### src/rtl/wru_pkg.sv
package wru_pkg;
  localparam int REG_W      = 32;
  localparam int CH_BASE    = 8;
  localparam int WAKE_SHIFT = 16;

  typedef struct packed {
    logic en_wr;
    logic clr_wr;
    logic rt_wr;
  } wr_strobe_t;
endpackage

### src/rtl/wru_status.sv
module wru_status
  import wru_pkg::*;
#(
  parameter int NUM_CH = 4
) (
  input  logic              clk,
  input  logic              rst,
  input  logic [NUM_CH-1:0] ch_evt,
  input  logic              en_wr,
  input  logic              clr_wr,
  input  logic [NUM_CH-1:0] wdata,
  output logic [NUM_CH-1:0] sts_q,
  output logic [NUM_CH-1:0] en_q
);
  logic [NUM_CH-1:0] clr_mask;
  assign clr_mask = clr_wr ? wdata : '0;

  always_ff @(posedge clk) begin
    if (rst) begin
      sts_q <= '0;
      en_q  <= '0;
    end else begin
      sts_q <= (sts_q & ~clr_mask) | ch_evt;
      if (en_wr) en_q <= wdata;
    end
  end


  evt_sets_chk: assert property (@(posedge clk) disable iff (rst)
    (|ch_evt) |=> ((sts_q & $past(ch_evt)) == $past(ch_evt)));
  // R4 (R5: events excluded)
  clr_works_chk: assert property (@(posedge clk) disable iff (rst)
    clr_wr |=> ((sts_q & $past(wdata & ~ch_evt)) == '0));

  en_write_chk: assert property (@(posedge clk) disable iff (rst)
    en_wr |=> (en_q == $past(wdata)));
endmodule

### src/rtl/wru_route.sv
module wru_route
  import wru_pkg::*;
#(
  parameter int NUM_CH     = 4,
  parameter int NUM_PERIPH = 3
) (
  input  logic                  clk,
  input  logic                  rst,
  input  logic                  rt_wr,
  input  logic [REG_W-1:0]      wdata,
  input  logic [NUM_CH-1:0]     sts_i,
  input  logic [NUM_CH-1:0]     en_i,
  input  logic [NUM_PERIPH-1:0] per_evt_i,
  output logic [REG_W-1:0]      route_q,
  output logic                  ch_irq,
  output logic [NUM_PERIPH-1:0] per_irq,
  output logic                  wake_req
);
  localparam logic [REG_W-1:0] PER_MASK  = REG_W'((1 << NUM_PERIPH) - 1);
  localparam logic [REG_W-1:0] CH_MASK   = REG_W'(((1 << NUM_CH) - 1) << CH_BASE);
  localparam logic [REG_W-1:0] LOW_MASK  = PER_MASK | CH_MASK;
  localparam logic [REG_W-1:0] ROUTE_MSK = LOW_MASK | (LOW_MASK << WAKE_SHIFT);

  logic [NUM_CH-1:0]     ch_ext, ch_wake;
  logic [NUM_PERIPH-1:0] per_ext, per_wake;

  assign per_ext  = route_q[0 +: NUM_PERIPH];
  assign ch_ext   = route_q[CH_BASE +: NUM_CH];
  assign per_wake = route_q[WAKE_SHIFT +: NUM_PERIPH];
  assign ch_wake  = route_q[WAKE_SHIFT + CH_BASE +: NUM_CH];

  always_ff @(posedge clk) begin
    if (rst) begin
      route_q  <= '0;
      ch_irq   <= 1'b0;
      per_irq  <= '0;
      wake_req <= 1'b0;
    end else begin
      if (rt_wr) route_q <= wdata & ROUTE_MSK;
      ch_irq   <= |(sts_i & en_i & ch_ext);
      per_irq  <= per_evt_i & per_ext;
      wake_req <= (|(per_evt_i & per_wake)) | (|(sts_i & ch_wake));
    end
  end


  ch_irq_src_chk: assert property (@(posedge clk) disable iff (rst)
    ch_irq |-> $past(|(sts_i & en_i)));

  wake_src_chk: assert property (@(posedge clk) disable iff (rst)
    wake_req |-> ($past(|per_evt_i) || $past(|sts_i)));

  per_irq_src_chk: assert property (@(posedge clk) disable iff (rst)
    ((per_irq & ~$past(per_evt_i)) == '0));
endmodule

### src/rtl/wru_regbus.sv
module wru_regbus
  import wru_pkg::*;
#(
  parameter int                NUM_CH = 4,
  parameter int                ADDR_W = 12,
  parameter logic [ADDR_W-1:0] STS_OFF = 12'h310,
  parameter logic [ADDR_W-1:0] EN_OFF  = 12'h314,
  parameter logic [ADDR_W-1:0] CLR_OFF = 12'h318,
  parameter logic [ADDR_W-1:0] RT_OFF  = 12'h31c
) (
  input  logic              clk,
  input  logic              rst,
  input  logic              bus_wr,
  input  logic              bus_rd,
  input  logic [ADDR_W-1:0] bus_addr,
  input  logic [NUM_CH-1:0] sts_i,
  input  logic [NUM_CH-1:0] en_i,
  input  logic [REG_W-1:0]  route_i,
  output wr_strobe_t        stb,
  output logic [REG_W-1:0]  rdata
);
  always_comb begin
    stb.en_wr  = bus_wr && (bus_addr == EN_OFF);
    stb.clr_wr = bus_wr && (bus_addr == CLR_OFF);
    stb.rt_wr  = bus_wr && (bus_addr == RT_OFF);
  end

  logic [REG_W-1:0] rd_mux;
  always_comb begin
    rd_mux = '0;
    if (bus_addr == STS_OFF)     rd_mux = REG_W'(sts_i);
    else if (bus_addr == EN_OFF) rd_mux = REG_W'(en_i);
    else if (bus_addr == RT_OFF) rd_mux = route_i;
  end

  always_ff @(posedge clk) begin
    if (rst)         rdata <= '0;
    else if (bus_rd) rdata <= rd_mux;
  end


  clr_reads_zero_chk: assert property (@(posedge clk) disable iff (rst)
    (bus_rd && bus_addr == CLR_OFF) |=> (rdata == '0));
endmodule

### src/rtl/wake_route_unit.sv
module wake_route_unit
  import wru_pkg::*;
#(
  parameter int NUM_CH     = 4,
  parameter int NUM_PERIPH = 3,
  parameter int ADDR_W     = 12
) (
  input  logic                  clk,
  input  logic                  rst,
  input  logic [NUM_CH-1:0]     ch_evt,
  input  logic [NUM_PERIPH-1:0] per_evt,
  input  logic                  bus_wr,
  input  logic                  bus_rd,
  input  logic [ADDR_W-1:0]     bus_addr,
  input  logic [REG_W-1:0]      bus_wdata,
  output logic [REG_W-1:0]      bus_rdata,
  output logic                  ch_irq,
  output logic [NUM_PERIPH-1:0] per_irq,
  output logic                  wake_req
);
  wr_strobe_t        stb;
  logic [NUM_CH-1:0] sts, en;
  logic [REG_W-1:0]  route;

  wru_regbus #(.NUM_CH(NUM_CH), .ADDR_W(ADDR_W)) u_bus (
    .clk(clk), .rst(rst), .bus_wr(bus_wr), .bus_rd(bus_rd),
    .bus_addr(bus_addr), .sts_i(sts), .en_i(en), .route_i(route),
    .stb(stb), .rdata(bus_rdata)
  );

  wru_status #(.NUM_CH(NUM_CH)) u_sts (
    .clk(clk), .rst(rst), .ch_evt(ch_evt), .en_wr(stb.en_wr),
    .clr_wr(stb.clr_wr), .wdata(bus_wdata[NUM_CH-1:0]),
    .sts_q(sts), .en_q(en)
  );

  wru_route #(.NUM_CH(NUM_CH), .NUM_PERIPH(NUM_PERIPH)) u_rt (
    .clk(clk), .rst(rst), .rt_wr(stb.rt_wr), .wdata(bus_wdata),
    .sts_i(sts), .en_i(en), .per_evt_i(per_evt), .route_q(route),
    .ch_irq(ch_irq), .per_irq(per_irq), .wake_req(wake_req)
  );
endmodule

### config.mk
export PLATFORM = sky130hd
export DESIGN_NAME = wake_route_unit
export DESIGN_NICKNAME = d
export VERILOG_FILES = /design/src/rtl/wru_pkg.sv /design/src/rtl/wru_status.sv /design/src/rtl/wru_route.sv /design/src/rtl/wru_regbus.sv /design/src/rtl/wake_route_unit.sv
export SDC_FILE = /design/constraint.sdc
export NUM_CORES = 1
export LEC_CHECK = 0
export ABC_AREA = 1
export BUFFER_PORTS_ARGS = -buffer_cell sky130_fd_sc_hd__buf_2
export CORE_ASPECT_RATIO = 0.6
export CORE_MARGIN = 2
export CORE_UTILIZATION = 50
export CTS_CLUSTER_SIZE = 8
export DETAILED_ROUTE_END_ITERATION = 10
export GPL_TIMING_DRIVEN = 0
export PLACE_DENSITY_LB_ADDON = 0.3
export SLEW_MARGIN = 25
export SYNTH_ARGS = -nofsm -noshare
export SYNTH_HDL_FRONTEND = slang
export SYNTH_HIERARCHICAL = 1
export SYNTH_SLANG_ARGS = --single-unit
### constraint.sdc
create_clock -name clk -period 2.1 [get_ports clk]
set_clock_uncertainty 0.15 [all_clocks]
set_input_delay 0.21 -clock clk [delete_from_list [all_inputs] [get_ports clk]]
set_output_delay 0.21 -clock clk [all_outputs]
set_load 0.05 [all_outputs]
==> impl_metrics.xml <==
<?xml version="1.0" encoding="UTF-8"?>
<metrics>
  <group name="run_status">
    <metric name="outcome" unit="">completed</metric>
  </group>
  <group name="cells_and_area">
    <metric name="nets" unit="">510</metric>
    <metric name="utilization" unit="%">70.3</metric>
    <metric name="number_of_diodes" unit="">0</metric>
    <metric name="flow.area_growth_from_synthesis" unit="%">36.8</metric>
    <metric name="share_of_post_route_cells_with_drive_strength_above_1" unit="%">33.9</metric>
  </group>
  <group name="placement">
    <metric name="pre_cts_slack" unit="ps">147</metric>
    <metric name="post-dp-hpwl" unit="um">4450</metric>
    <metric name="gp_routability_congestion" unit="">0.915</metric>
    <metric name="port_buffers" unit="">74</metric>
  </group>
  <group name="floorplan">
    <metric name="die_height" unit="um">59.7</metric>
    <metric name="full_die_area" unit="um^2">5780</metric>
    <metric name="start_util" unit="%">51.4</metric>
    <metric name="core_area" unit="um^2">5030</metric>
    <metric name="row_count" unit="">20</metric>
    <metric name="io_pins" unit="">92</metric>
    <metric name="die_w" unit="um">96.9</metric>
  </group>
  <group name="pwr">
    <metric name="p_total" unit="mW">2.47</metric>
    <metric name="power.density" unit="nW/um^2">699</metric>
    <metric name="clkPwrFrac" unit="%">47.5</metric>
    <metric name="power_switching_share" unit="%">21.5</metric>
    <metric name="p_seq_share" unit="%">45.8</metric>
    <metric name="comb_power_share" unit="%">6.7</metric>
    <metric name="cell_internal_power_dissipation" unit="mW">1.94</metric>
    <metric name="vdd.ir_drop.worst" unit="V">0.000365</metric>
    <metric name="power.leakage" unit="nW">1.57</metric>
    <metric name="power_switching" unit="uW">531</metric>
  </group>
  <group name="critical_path">
    <metric name="crit_path_kind" unit="">in2reg</metric>
    <metric name="timing.critical_path.from" unit="">bus_addr[11]</metric>
    <metric name="worst_setup_path_start_kind" unit="">primary input</metric>
    <metric name="crit_chain" unit="">buf_2, nor2_1, nand3_1, nor2_4, nand2_1, nor4_2, nand2_1, nand2_1, a21oi_1, dlygate4sd3_1</metric>
    <metric name="critical_path.max_fanout" unit="">4</metric>
    <metric name="max_stage_delay" unit="ps">550</metric>
    <metric name="cp_data_required_time" unit="ps">2180</metric>
    <metric name="critical-path-top-delay-family" unit="">simple AND/OR/NAND/NOR gates</metric>
    <metric name="regToRegStartpoint" unit="">u_sts/sts_q[3]</metric>
    <metric name="critical_path.slowest_cell" unit="">dlygate4sd3_1</metric>
    <metric name="worst_setup_path_end_kind" unit="">flip-flop</metric>
    <metric name="cp.arrival" unit="ps">1890</metric>
    <metric name="critPathMostFrequentCell" unit="">nand2_1</metric>
    <metric name="critPathBufInv" unit="">2</metric>
  </group>
  <group name="logic_synthesis">
    <metric name="syn-cell-area" unit="um^2">2590</metric>
    <metric name="synth-edff-count" unit="">0</metric>
    <metric name="yosysWarningCount" unit="">6</metric>
    <metric name="synth_async_sr_flop_share" unit="%">0</metric>
    <metric name="syn_area_per_cell" unit="um^2">7.77</metric>
    <metric name="synth_cells" unit="">333</metric>
    <metric name="post_synth_num_cell_types" unit="">22</metric>
    <metric name="yosysSeqAreaShare" unit="%">45.7</metric>
    <metric name="ys.flop_type" unit="">dfxtp_1</metric>
    <metric name="yosys_register_bits" unit="">59</metric>
  </group>
  <group name="global_route">
    <metric name="gr-usage-met3" unit="%">7.49</metric>
    <metric name="grt.total_usage" unit="%">22.8</metric>
    <metric name="grt-ovfl-total" unit="">0</metric>
    <metric name="antenna_found_initial" unit="">0</metric>
    <metric name="grt_first_pass_wirelength" unit="um">10200</metric>
    <metric name="grt_pass1_vias" unit="">2258</metric>
    <metric name="grt_max_degree" unit="">11</metric>
    <metric name="global_route.usage.met1" unit="%">28.8</metric>
    <metric name="met2_usage" unit="%">37.5</metric>
    <metric name="global_route.peak_usage_layer" unit="">met2</metric>
  </group>
  <group name="sta">
    <metric name="post_layout_worst_setup_margin" unit="ps">286</metric>
    <metric name="post-route-period-util" unit="%">86.4</metric>
    <metric name="hold-worst-slack" unit="ps">10.8</metric>
    <metric name="hold_viol" unit="">0</metric>
    <metric name="max_slew.worst_pin.slew" unit="ps">870</metric>
    <metric name="slew_viol_final" unit="">0</metric>
    <metric name="fin_tns_setup" unit="ps">0</metric>
    <metric name="clock.fmax" unit="MHz">551</metric>
    <metric name="finalSetupViolations" unit="">0</metric>
    <metric name="period_minus_slack" unit="ps">1810</metric>
    <metric name="rsz0062_at_grt" unit="">no</metric>
    <metric name="relSlewSlack" unit="%">41.4</metric>
  </group>
  <group name="worst_hold_path">
    <metric name="timing.hold.worst.start" unit="">bus_wdata[16]</metric>
    <metric name="worst_hold_class" unit="">in2reg</metric>
  </group>
  <group name="drt">
    <metric name="detail_routed_via_count_per_cell" unit="">4.77</metric>
    <metric name="routed_wirelength" unit="um">6370</metric>
    <metric name="avgRoutedWirePerCell" unit="um">12.1</metric>
    <metric name="vias" unit="">2509</metric>
    <metric name="drt_iter0_drc" unit="">92</metric>
    <metric name="drcViolationCount" unit="">0</metric>
    <metric name="firstDrtPassIters" unit="">4</metric>
    <metric name="detail-route-antenna-nets" unit="">0</metric>
  </group>
  <group name="clock_network">
    <metric name="cts_buffer_depth" unit="">2</metric>
    <metric name="clock_latency_late_sink" unit="ps">340</metric>
    <metric name="h-tree-depth" unit="">3</metric>
    <metric name="clk_transition_reported_paths" unit="ps">70</metric>
    <metric name="cts-root-buf" unit="">clkbuf_8</metric>
    <metric name="cts_sinks" unit="">59</metric>
    <metric name="total_cts_buffers" unit="">9</metric>
    <metric name="tritoncts_clock_tree" unit="">yes</metric>
  </group>
  <group name="job">
    <metric name="maxCapViolations" unit="">0</metric>
  </group>
</metrics>
-- worst paths after layout --
| path | to | slack, ps | depth (start not counted) |
|---|---|---|---|
| worst max-delay path | u_sts/sts_q[3] | 290 | 10 |
| worst min-delay path | u_rt/route_q[16] | 10 | 3 |
| worst max register to register | u_sts/sts_q[3] | 730 | 3 |
| worst min register to register | u_bus/rdata[5] | 310 | 2 |
-- cells in the mapped netlist (2+ instances only) --
cell type,instances,area (um^2)
nand3_1,22,110
dfxtp_1,59,1180
clkbuf_1,6,22.5
buf_4,20,150
nand2_2,12,75.1
inv_1,11,41.3
buf_2,2,10.0
buf_6,2,22.5
nor2_1,15,56.3
nor4_1,2,12.5
a21oi_2,22,193
nand2_1,117,439
a21oi_1,33,165
inv_2,2,7.51
-- placed cells by master (no fill, tap or decap) --
master         count
nand2_1          117
buf_2             76
dfxtp_1           59
a21oi_1           33
nand3_1           22
a21oi_2           22
dlygate4sd3_1     20
buf_4             20
conb_1            18
nor2_1            15
nand2_2           12
clkbuf_8          11
inv_1             11
clkbuf_1           7
bufinv_16          2
inv_2              2
buf_6              2
clkinvlp_4         1
clkinv_2           1
nor2_2             1
nor4_1             1
nor2_4             1
nor4_2             1
nand3b_4           1
clkinv_1           1
nor2_8             1
buf_12             1
buf_8              1
-- flip-flops by register name, indices dropped and copies added (netlist names) --
| register | count |
|---|---|
| u_sts/sts_q | 4 |
| u_rt/per_irq | 3 |
| u_sts/en_q | 4 |
| u_bus/rdata | 32 |
| u_rt/wake_req | 1 |
| u_rt/ch_irq | 1 |
| u_rt/route_q | 14 |
-- cells by family (layout without fill, tap and decap cells) --
| group | Yosys count | after routing | share of synthesized area, % |
|---|---|---|---|
| simple gates | 172 | 172 | 29.0 |
| flops | 59 | 59 | 45.7 |
| compound gates | 55 | 55 | 13.8 |
| buf+inv | 46 | 156 | 11.3 |
| other cells | 1 | 18 | 0.145 |
-- layout make-up --
type | instances | area [um^2]
fill | 419 | 1490
multi-input combinational | 245 | 1180
sequential | 59 | 1180
timing repair buffer | 94 | 571
buffer | 32 | 240
clock buffer | 12 | 155
tap | 66 | 82.6
clock inverter | 4 | 72.6
inverter | 14 | 52.6
-- layer usage --
layer  wire, um  part of all wire [%]
met1       2840                    45
met4         98                   1.5
met2       2950                    46
met5          0                     0
met3        477                   7.5
-- per-stage QoR --
step	instances	cell area (um^2)
6_report	526	3540
5_1_grt	526	3540
4_1_cts	526	3530
3_5_place_dp	490	3100
3_3_place_gp	490	3100
2_1_floorplan	350	2650
-- worst min-delay path, stage by stage --
cell,delay (ps)
buf_2,100
nand2_1,60
a21oi_1,80
-- repair_timing --
action / CTS / global route
resized for setup: 0 / 1
buffers inserted: 0 / 0
hold buffers: 20 / 0
endpoints found under the hold margin: 20 / 0
endpoints found under the setup margin: 0 / 1
-- power groups by stage --
stage	sequential, mW	combinational [mW]	clock (mW)
6_report	1.13	0.165	1.17
5_1_grt	1.13	0.180	1.24
4_1_cts	1.13	0.162	1.19
3_5_place_dp	1.16	0.133	0
3_3_place_gp	1.16	0.130	0
2_1_floorplan	1.15	0.0756	0
Note: power is estimated with default switching activity, not from simulation.
